<file path="src/rtl/tconv_pkg.sv">
package tconv_pkg;
  localparam int NSEG     = 4;
  localparam int A_SLOPE  = 0;
  localparam int A_OFFS   = NSEG;
  localparam int A_BRK    = 2 * NSEG;
  localparam int A_ISLOPE = 3 * NSEG - 1;
  localparam int A_IOFFS  = 3 * NSEG;
  localparam int A_PERIOD = 3 * NSEG + 1;

  typedef enum logic {
    SRC_EXT = 1'b0,
    SRC_INT = 1'b1
  } src_e;
endpackage

</file>
<file path="src/rtl/tconv_regs.sv">
module tconv_regs
  import tconv_pkg::*;
#(
  parameter int CODE_W     = 6,
  parameter int TEMP_W     = 12,
  parameter int SLOPE_W    = 12,
  parameter int DIV_W      = 16,
  parameter int CFG_AW     = 4,
  parameter int CFG_DW     = 16,
  parameter int DEF_PERIOD = 7
) (
  input  logic                            clk,
  input  logic                            rst,
  input  logic                            we,
  input  logic [CFG_AW-1:0]               addr,
  input  logic [CFG_DW-1:0]               wdata,
  output logic [NSEG:0][SLOPE_W-1:0]      slope_o,
  output logic [NSEG:0][TEMP_W-1:0]       offs_o,
  output logic [NSEG-1:0][CODE_W-1:0]     brk_o,
  output logic [DIV_W-1:0]                period_o
);
  // entry NSEG of slope/offset holds the internal straight-line fit
  logic [NSEG:0][SLOPE_W-1:0]  slope_q;
  logic [NSEG:0][TEMP_W-1:0]   offs_q;
  logic [NSEG-1:0][CODE_W-1:0] brk_q;
  logic [DIV_W-1:0]            period_q;

  always_ff @(posedge clk) begin
    if (rst) begin
      for (int i = 0; i <= NSEG; i++) begin
        slope_q[i] <= '0;
        offs_q[i]  <= '0;
      end
      for (int j = 0; j < NSEG; j++) begin
        brk_q[j] <= CODE_W'((j << CODE_W) / NSEG);
      end
      period_q <= DIV_W'(DEF_PERIOD);
    end else if (we) begin
      for (int i = 0; i < NSEG; i++) begin
        if (addr == CFG_AW'(A_SLOPE + i)) slope_q[i] <= wdata[SLOPE_W-1:0];
        if (addr == CFG_AW'(A_OFFS + i))  offs_q[i]  <= wdata[TEMP_W-1:0];
      end
      // breakpoint 0 is fixed at code 0
      for (int j = 1; j < NSEG; j++) begin
        if (addr == CFG_AW'(A_BRK + j - 1)) brk_q[j] <= wdata[CODE_W-1:0];
      end
      if (addr == CFG_AW'(A_ISLOPE)) slope_q[NSEG] <= wdata[SLOPE_W-1:0];
      if (addr == CFG_AW'(A_IOFFS))  offs_q[NSEG]  <= wdata[TEMP_W-1:0];
      if (addr == CFG_AW'(A_PERIOD)) period_q      <= wdata[DIV_W-1:0];
    end
  end

  assign slope_o  = slope_q;
  assign offs_o   = offs_q;
  assign brk_o    = brk_q;
  assign period_o = period_q;
endmodule

</file>
<file path="src/rtl/tconv_sched.sv">
module tconv_sched
  import tconv_pkg::*;
#(
  parameter int DIV_W = 16
) (
  input  logic             clk,
  input  logic             rst,
  input  logic [DIV_W-1:0] period_i,
  output logic             stb_o,
  output src_e             sel_o
);
  logic [DIV_W-1:0] cnt_q;
  src_e             sel_q;

  // >= keeps the slot bounded if the period shrinks below the count
  assign stb_o = (cnt_q >= period_i);

  always_ff @(posedge clk) begin
    if (rst) begin
      cnt_q <= '0;
      sel_q <= SRC_EXT;
    end else if (stb_o) begin
      cnt_q <= '0;
      sel_q <= (sel_q == SRC_EXT) ? SRC_INT : SRC_EXT;
    end else begin
      cnt_q <= cnt_q + DIV_W'(1);
    end
  end

  assign sel_o = sel_q;
endmodule

</file>
<file path="src/rtl/tconv_snap.sv">
module tconv_snap
  import tconv_pkg::*;
#(
  parameter int CODE_W  = 6,
  parameter int TEMP_W  = 12,
  parameter int SLOPE_W = 12
) (
  input  logic                        clk,
  input  logic                        rst,
  input  logic                        stb_i,
  input  src_e                        sel_i,
  input  logic [CODE_W-1:0]           code_i,
  input  logic [NSEG:0][SLOPE_W-1:0]  slope_i,
  input  logic [NSEG:0][TEMP_W-1:0]   offs_i,
  input  logic [NSEG-1:0][CODE_W-1:0] brk_i,
  output logic                        vld_o,
  output src_e                        src_o,
  output logic signed [SLOPE_W-1:0]   slope_o,
  output logic signed [TEMP_W-1:0]    offs_o,
  output logic signed [CODE_W:0]      delta_o
);
  localparam int SEG_W = $clog2(NSEG);

  logic [SEG_W-1:0]   seg;
  logic [SLOPE_W-1:0] pick_slope;
  logic [TEMP_W-1:0]  pick_offs;
  logic [CODE_W-1:0]  pick_base;
  logic [CODE_W:0]    delta;

  // segment = number of breakpoints at or below the code
  always_comb begin
    seg = '0;
    for (int j = 1; j < NSEG; j++) begin
      if (code_i >= brk_i[j]) seg = seg + SEG_W'(1);
    end
  end

  always_comb begin
    if (sel_i == SRC_INT) begin
      pick_slope = slope_i[NSEG];
      pick_offs  = offs_i[NSEG];
      pick_base  = '0;
    end else begin
      pick_slope = slope_i[seg];
      pick_offs  = offs_i[seg];
      pick_base  = brk_i[seg];
    end
    delta = {1'b0, code_i} - {1'b0, pick_base};
  end

  // coefficients are frozen here, so later writes miss this sample
  always_ff @(posedge clk) begin
    if (rst) begin
      vld_o   <= 1'b0;
      src_o   <= SRC_EXT;
      slope_o <= '0;
      offs_o  <= '0;
      delta_o <= '0;
    end else begin
      vld_o <= stb_i;
      if (stb_i) begin
        src_o   <= sel_i;
        slope_o <= pick_slope;
        offs_o  <= pick_offs;
        delta_o <= delta;
      end
    end
  end
endmodule

</file>
<file path="src/rtl/tconv_calc.sv">
module tconv_calc
  import tconv_pkg::*;
#(
  parameter int CODE_W     = 6,
  parameter int TEMP_W     = 12,
  parameter int SLOPE_W    = 12,
  parameter int SLOPE_FRAC = 4
) (
  input  logic                      clk,
  input  logic                      rst,
  input  logic                      vld_i,
  input  src_e                      src_i,
  input  logic signed [SLOPE_W-1:0] slope_i,
  input  logic signed [TEMP_W-1:0]  offs_i,
  input  logic signed [CODE_W:0]    delta_i,
  output logic [TEMP_W-1:0]         ext_temp_o,
  output logic                      ext_vld_o,
  output logic [TEMP_W-1:0]         int_temp_o,
  output logic                      int_vld_o
);
  localparam int PROD_W = SLOPE_W + CODE_W + 1;
  localparam int SUM_W  = PROD_W + 1;
  localparam logic signed [SUM_W-1:0] SAT_HI = SUM_W'((1 << (TEMP_W - 1)) - 1);
  localparam logic signed [SUM_W-1:0] SAT_LO = ~SAT_HI;

  logic signed [PROD_W-1:0] prod;
  logic signed [PROD_W-1:0] scaled;
  logic signed [SUM_W-1:0]  sum;
  logic signed [SUM_W-1:0]  clip;

  always_comb begin
    prod   = slope_i * delta_i;
    scaled = prod >>> SLOPE_FRAC;
    sum    = {{(SUM_W - TEMP_W){offs_i[TEMP_W-1]}}, offs_i}
           + {{(SUM_W - PROD_W){scaled[PROD_W-1]}}, scaled};
    if (sum > SAT_HI)      clip = SAT_HI;
    else if (sum < SAT_LO) clip = SAT_LO;
    else                   clip = sum;
  end

  always_ff @(posedge clk) begin
    if (rst) begin
      ext_temp_o <= '0;
      int_temp_o <= '0;
      ext_vld_o  <= 1'b0;
      int_vld_o  <= 1'b0;
    end else begin
      ext_vld_o <= vld_i && (src_i == SRC_EXT);
      int_vld_o <= vld_i && (src_i == SRC_INT);
      if (vld_i && src_i == SRC_EXT) ext_temp_o <= clip[TEMP_W-1:0];
      if (vld_i && src_i == SRC_INT) int_temp_o <= clip[TEMP_W-1:0];
    end
  end
endmodule

</file>
<file path="src/rtl/tconv_top.sv">
module tconv_top
  import tconv_pkg::*;
#(
  parameter int CODE_W     = 6,
  parameter int TEMP_W     = 12,
  parameter int SLOPE_W    = 12,
  parameter int SLOPE_FRAC = 4,
  parameter int DIV_W      = 16,
  parameter int CFG_AW     = 4,
  parameter int CFG_DW     = 16,
  parameter int DEF_PERIOD = 7
) (
  input  logic              clk,
  input  logic              rst,
  input  logic              cfg_we,
  input  logic [CFG_AW-1:0] cfg_addr,
  input  logic [CFG_DW-1:0] cfg_wdata,
  input  logic [CODE_W-1:0] adc_code,
  output logic              adc_sel,
  output logic [TEMP_W-1:0] ext_temp,
  output logic              ext_vld,
  output logic [TEMP_W-1:0] int_temp,
  output logic              int_vld
);
  logic [NSEG:0][SLOPE_W-1:0]  tbl_slope;
  logic [NSEG:0][TEMP_W-1:0]   tbl_offs;
  logic [NSEG-1:0][CODE_W-1:0] tbl_brk;
  logic [DIV_W-1:0]            period;
  logic                        smp_stb;
  src_e                        src_sel;
  logic                        s1_vld;
  src_e                        s1_src;
  logic signed [SLOPE_W-1:0]   s1_slope;
  logic signed [TEMP_W-1:0]    s1_offs;
  logic signed [CODE_W:0]      s1_delta;

  tconv_regs #(
    .CODE_W(CODE_W), .TEMP_W(TEMP_W), .SLOPE_W(SLOPE_W), .DIV_W(DIV_W),
    .CFG_AW(CFG_AW), .CFG_DW(CFG_DW), .DEF_PERIOD(DEF_PERIOD)
  ) u_regs (
    .clk(clk), .rst(rst), .we(cfg_we), .addr(cfg_addr), .wdata(cfg_wdata),
    .slope_o(tbl_slope), .offs_o(tbl_offs), .brk_o(tbl_brk), .period_o(period)
  );

  tconv_sched #(.DIV_W(DIV_W)) u_sched (
    .clk(clk), .rst(rst), .period_i(period), .stb_o(smp_stb), .sel_o(src_sel)
  );

  tconv_snap #(.CODE_W(CODE_W), .TEMP_W(TEMP_W), .SLOPE_W(SLOPE_W)) u_snap (
    .clk(clk), .rst(rst), .stb_i(smp_stb), .sel_i(src_sel), .code_i(adc_code),
    .slope_i(tbl_slope), .offs_i(tbl_offs), .brk_i(tbl_brk),
    .vld_o(s1_vld), .src_o(s1_src), .slope_o(s1_slope), .offs_o(s1_offs),
    .delta_o(s1_delta)
  );

  tconv_calc #(
    .CODE_W(CODE_W), .TEMP_W(TEMP_W), .SLOPE_W(SLOPE_W), .SLOPE_FRAC(SLOPE_FRAC)
  ) u_calc (
    .clk(clk), .rst(rst), .vld_i(s1_vld), .src_i(s1_src), .slope_i(s1_slope),
    .offs_i(s1_offs), .delta_i(s1_delta),
    .ext_temp_o(ext_temp), .ext_vld_o(ext_vld),
    .int_temp_o(int_temp), .int_vld_o(int_vld)
  );

  assign adc_sel = (src_sel == SRC_INT);
endmodule

</file>
<file path="config.mk">
export PLATFORM = sky130hd
export DESIGN_NAME = tconv_top
export DESIGN_NICKNAME = d
export VERILOG_FILES = /design/src/rtl/tconv_pkg.sv /design/src/rtl/tconv_regs.sv /design/src/rtl/tconv_sched.sv /design/src/rtl/tconv_snap.sv /design/src/rtl/tconv_calc.sv /design/src/rtl/tconv_top.sv
export SDC_FILE = /design/constraint.sdc
export NUM_CORES = 1
export LEC_CHECK = 0
export BUFFER_PORTS_ARGS = -buffer_cell sky130_fd_sc_hd__buf_4
export CORE_MARGIN = 2
export CORE_UTILIZATION = 40
export CTS_CLUSTER_DIAMETER = 150
export DETAILED_ROUTE_END_ITERATION = 7
export SLEW_MARGIN = 5
export SYNTH_ARGS = -nofsm -noshare
export SYNTH_HDL_FRONTEND = slang
export SYNTH_SLANG_ARGS = --single-unit
</file>
<file path="constraint.sdc">
create_clock -name clk -period 9.13 [get_ports clk]
set_input_delay 1.826 -clock clk [delete_from_list [all_inputs] [get_ports clk]]
set_output_delay 1.826 -clock clk [all_outputs]
set_load 0.01 [all_outputs]
</file>
Yosys cells after proc, flatten, opt, wreduce, memory -nomap -nowiden
Cells that the tools add are included.

Add/sub/neg operators: 5. $mul: 1. Div/mod/pow operators: 0. $lt $le $gt $ge: 8. Equality and inequality tests: 13. Shift operators: 0. Muxes and demuxes: 15. Bitwise operators: 1. Reduce and logical (&&, ||, !) cells: 18.

Operator list (count): 2-to-1 mux 12 bit (6); binary-select mux 12 bit (select 2 bit) (2); AND reduction 2 bit (14); == test 4 bit (second input constant) (6); multiplier 12 x 7 -> 19 bit (1); >= comparator 6 bit (3); adder 12 x 15 -> 16 bit (1); adder 16 x 1 -> 16 bit (second input constant) (1); == test 4 x 3 -> 1 bit (second input constant) (4); >= comparator 16 bit (1); > comparator 16 x 12 -> 1 bit (second input constant) (1); < comparator 16 x 12 -> 1 bit (second input constant) (1); binary-select mux 6 bit (select 2 bit) (1); 2-to-1 mux 6 bit (2); == test 4 x 2 -> 1 bit (second input constant) (2); subtractor 6 x 6 -> 7 bit (1); == test 4 x 1 -> 1 bit (second input constant) (1); logical NOT 4 bit (1); < comparator 2 x 4 -> 1 bit (second input constant) (1); 2-to-1 mux 2 bit (2); < comparator 2 x 3 -> 1 bit (second input constant) (1); adder 1 x 1 -> 2 bit (second input constant) (1); adder 2 x 1 -> 2 bit (second input constant) (1); logical AND 1 bit (2); other kinds (3) (4).

Register bits after elaboration: 230. Latch bits: 0. Memory bits (writable): 0. ROM bits: 0. Output and inout bits: 27. Memories kept: 0.

Logic depth before layout (Yosys ltp)
Word-level depth: 10. Mapped depth: 30. Depth with buffers taken out: 29.

Cells and area by module
A second synthesis with hierarchy kept.

Cells, all modules: 1561. Area, all modules: 14894.3 um2.

Modules (own cells, without submodules): tconv_regs (times used 1, cells an instance 556, area an instance 6089.6 um2, sequential area each 3083.0 um2); tconv_calc (times used 1, cells an instance 524, area an instance 4594.4 um2, sequential area each 520.5 um2); tconv_snap (times used 1, cells an instance 355, area an instance 3084.2 um2, sequential area each 660.6 um2); tconv_sched (times used 1, cells an instance 126, area an instance 1126.1 um2, sequential area each 340.3 um2).

Least setup slack after synthesis
Ideal clock, no wire load.

Path kind: reg2reg. Start point: register u_snap.delta_o[6]. End point: register u_calc.ext_temp_o[2]. Library setup time: 138 ps. Arrival: 6241 ps. Data required time: 8992 ps. Slack: 2752 ps. Cell stages (with the launch flop): 27. Period minus slack after synthesis: 6378 ps. Cell sequence: dfxtp_1 -> clkinv_1 -> nor2_1 -> fa_1 -> fa_1 -> fa_1 -> inv_1 -> fa_1 -> inv_1 -> ha_1 -> a21o_1 -> a21o_1 -> a41oi_1 -> o211ai_1 -> a31oi_1 -> nor2b_1 -> o21ai_0 -> nor2b_1 -> xnor2_1 -> ha_1 -> a211o_1 -> a21oi_1 -> nand3_2 -> nor3_1 -> a21boi_4 -> nor2_4 -> a211oi_1.

Cells in the longest elaborated chain, start to end: 5. Elaborated cells on any way between the ends: 6. Classes of those cells: add/sub: 1; mul: 1; order compare: 2; mux: 2.

RTL lines: from (decl) (RTL line tconv_snap.sv:20) `output logic signed [CODE_W:0] delta_o`; from (signal assigned) (RTL line tconv_snap.sv:65) `delta_o <= delta;`; multiplier 12 x 7 -> 19 bit * (RTL line tconv_calc.sv:32) `prod = slope_i * delta_i;`; adder 12 x 15 -> 16 bit * (RTL line tconv_calc.sv:35) `+ {{(SUM_W - PROD_W){scaled[PROD_W-1]}}, scaled};`; < comparator 16 x 12 -> 1 bit (RTL line tconv_calc.sv:37) `else if (sum < SAT_LO) clip = SAT_LO;`; 2-to-1 mux 12 bit (RTL line tconv_calc.sv:37); 2-to-1 mux 12 bit * (RTL line tconv_calc.sv:36) `if (sum > SAT_HI) clip = SAT_HI;`; to (signal assigned) (RTL line tconv_calc.sv:50) `if (vld_i && src_i == SRC_EXT) ext_temp_o <= clip[TEMP_W-1:0];`; to (decl) (RTL line tconv_calc.sv:16) `output logic [TEMP_W-1:0] ext_temp_o,`.

Mark *: on every way between the ends. The rest lies on a longest branch, timed or not. A chain may end at the register's enable or synchronous reset.

Worst setup path in the final report
Start point: register u_snap.delta_o[6]. End point: register u_calc.ext_temp_o[4].

The elaborated chain is that of the path after synthesis.

==> flow_summary.json <==
{
  "final_area_sq_um": 15500,
  "gr-total-overflow": 0,
  "timing.final.ws_setup_ns": 2.17,
  "grt_pass1_vias": 10600,
  "antenna_left": 0,
  "cts_sinks": 230,
  "synth_nets": 1805,
  "total_power_mw": 2.35,
  "grt_start_max_net_pins": 127,
  "max_freq_ghz": 0.144,
  "drc_errors": 0,
  "cp-end-kind": "flop",
  "synthTopCellsByArea": "dfxtp_1, fa_1, ha_1, mux2i_1, nand2_1",
  "powerDensity_nw_per_um2": 152,
  "via_per_inst": 5.25,
  "synth_top_area_cell": "dfxtp_1",
  "ys_warn_count": 0,
  "setup-violations-final": 0,
  "vias": 10900,
  "grt.busiest_layer": "met2",
  "use_met1_pct": 27.0,
  "synth_enable_flop_cells": 0,
  "drive_above_1_share_pct": 8.52,
  "final.min_clock_period_ns": 6.96,
  "crit_type": "flop to flop",
  "maxCapViolations": 0,
  "synth_top_cell_area_share_pct": 33.0,
  "peakVddDrop_v": 0.000132,
  "gr-usage-met3_pct": 2.54,
  "n_antenna_cell": 0,
  "arrival_ns": 7.33,
  "cts-root-buf": "clkbuf_16",
  "hold_buffers": 0,
  "netlist_area_sq_um": 13900,
  "antenna_found_initial": 0,
  "start_util_pct": 40.5,
  "finalMaxSlewViolations": 0,
  "ctsLongestPathBuffers": 3,
  "required_ns": 9.51,
  "status": "finished clean",
  "finalNetCount": 1804,
  "synthFlopType": "dfxtp_1",
  "gp_congestion": 0.837,
  "period_share_pct": 76.2,
  "chipHeight_um": 191,
  "setup_tns_ns": 0,
  "cts_tree": "done",
  "synthMostInstantiatedCell": "dfxtp_1",
  "synth_cell_types": 62,
  "holdCritPathClass": "flop to flop",
  "place_area_sq_um": 14600,
  "synthCells": 1615,
  "final_core_util_pct": 44.9,
  "fin_worst_skew_ns": 0.0285,
  "synth.avg_cell_area_sq_um": 8.63,
  "grt_pass1_wl_um": 56000,
  "async_flop_share_pct": 0,
  "num_rows": 68,
  "post_cts_resized": 0,
  "dieArea_sq_um": 36400,
  "max_slew_margin_pct": 29.3,
  "syn2layout_area_growth_pct": 10.9,
  "core_sq_um": 34500,
  "cts.htree.levels": 1,
  "setup.worst_path.start_class": "flop",
  "tightest_slew_ns": 1.06,
  "seq_area_frac_synth_pct": 33.0,
  "wl_um": 34000,
  "cp_max_fo": 10,
  "grt_util_met2_pct": 30.9,
  "power_leakage_nw": 6.60,
  "ioPinCount": 56,
  "clk_latency_ns": 0.54,
  "drt_pass1_iterations": 5,
  "grt_util_all_layers_pct": 18.9,
  "pre_cts_slack_ns": 2.13,
  "hold_viol": 0,
  "wl_per_cell_um": 16.3,
  "io_buffers": 55,
  "dp_hpwl_um": 23700,
  "clk_transition_reported_paths_ns": 0.06,
  "cts_buffers": 26,
  "cts_setup_buffers": 0,
  "synth_common_cells": "dfxtp_1, nand2_1, nor2_1, a21oi_1, inv_1",
  "rsz0062_at_grt": "false",
  "drt-initial-drc-count": 669,
  "reg2reg_slack_ns": 2.17,
  "die_w_um": 191,
  "synth-seq-cells": 230
}
==> cells by family after synthesis <==
kind of cell	Yosys count	share of synthesized area (%)
and+or+nand+nor	570	18.3
AOI/OAI and AO/OA	299	14.2
DFF	230	33.0
buffers and inverters	203	5.90
adders and majority gates	161	18.0
muxes	101	7.30
xor gates and xnor gates	51	3.26
==> registers in the layout, summed over array words and instances, names as in the netlist, 7 cells and up <==
| signal | cells |
|---|---|
| u_snap.delta_o | 7 |
| u_snap.slope_o | 12 |
| u_calc.int_temp_o | 12 |
| u_snap.offs_o | 12 |
| u_regs.slope_o | 60 |
| u_calc.ext_temp_o | 12 |
| u_regs.offs_o | 60 |
| u_sched.cnt_q | 16 |
| u_regs.period_o | 16 |
| u_regs.brk_o | 18 |
==> critical path, cell delays in order (launching register included) <==
cell and delay, ns:
dfxtp_1 0.38, clkinv_1 0.28, nor2_1 0.24, fa_1 0.45, fa_1 0.52, fa_1 0.55, inv_1 0.06, fa_1 0.53
inv_1 0.04, ha_1 0.35, a21o_1 0.18, a21o_1 0.16, a41oi_1 0.25, o211ai_1 0.14, a31oi_1 0.26, nor2b_1 0.07
o21ai_0 0.18, nor2b_1 0.19, xnor2_1 0.17, ha_1 0.30, a211o_1 0.31, a21oi_1 0.19, nand3_2 0.10, nor3_1 0.33
a21boi_4 0.15, nor2_4 0.30, a211oi_1 0.12
==> per-layer routing <==
metal / routed length (um) / vias up
li1: - / 5407
met1: 16500 / 5303
met2: 15500 / 204
met3: 1590 / 28
met4: 417 / 0
met5: 0 / -
==> cell usage in the layout, fill, tap and decap left out, types with 3 or more instances in the layout <==
cell type and count:
dfxtp_1 229, nand2_1 204, nor2_1 184, a21oi_1 121, inv_1 108, mux2i_1 99, ha_1 95, a211oi_1 66
fa_1 66, buf_4 64, and2_1 51, nand3_1 31, xnor2_1 30, nor3_1 30, o22ai_1 26, clkbuf_16 26
nand2b_1 25, xor2_1 20, o21ai_0 18, a21o_1 16, nor2b_1 13, a211o_1 10, and3_1 8, or2_2 8
a211oi_2 6, o21a_1 5, o211ai_1 5, clkbuf_1 5, clkinv_2 5, clkbuf_8 4, o21ai_2 3, or3_1 3
a31oi_1 3, nand3b_1 3
==> where the power goes <==
| part | internal [mW] | total [mW] | switching (mW) |
|---|---|---|---|
| clock | 0.612 | 1.03 | 0.419 |
| combinational | 0.106 | 0.286 | 0.180 |
| sequential | 1.02 | 1.03 | 0.0143 |
==> final cells by class <==
class / count / area (sq um)
inverter: 109 / 409
multi-input combinational: 1182 / 8550
fill: 3420 / 19000
sequential: 230 / 4610
clock buffer: 35 / 724
tap: 455 / 569
timing repair buffer: 65 / 492
clock inverter: 10 / 118
==> per-stage QoR <==
step	hold WS, ns	instances
3_5_place_dp	0.446	2041
5_1_grt	0.464	2086
3_3_place_gp	0.441	2041
2_1_floorplan	0.435	1615
4_1_cts	0.455	2086
6_report	0.451	2086
==> path summary, 6_finish.rpt <==
check,start,depth (start not counted),to
worst max-delay path,u_snap.delta_o[6]$_SDFFE_PP0P_,26,u_calc.ext_temp_o[4]$_SDFFE_PP0P_
worst max register to register,u_snap.delta_o[6]$_SDFFE_PP0P_,26,u_calc.ext_temp_o[4]$_SDFFE_PP0P_
worst min-delay path,u_regs.period_o[13]$_SDFFE_PP0P_,2,u_regs.period_o[13]$_SDFFE_PP0P_
worst min register to register,u_regs.period_o[13]$_SDFFE_PP0P_,2,u_regs.period_o[13]$_SDFFE_PP0P_
Power figures use the tool's default switching activity.
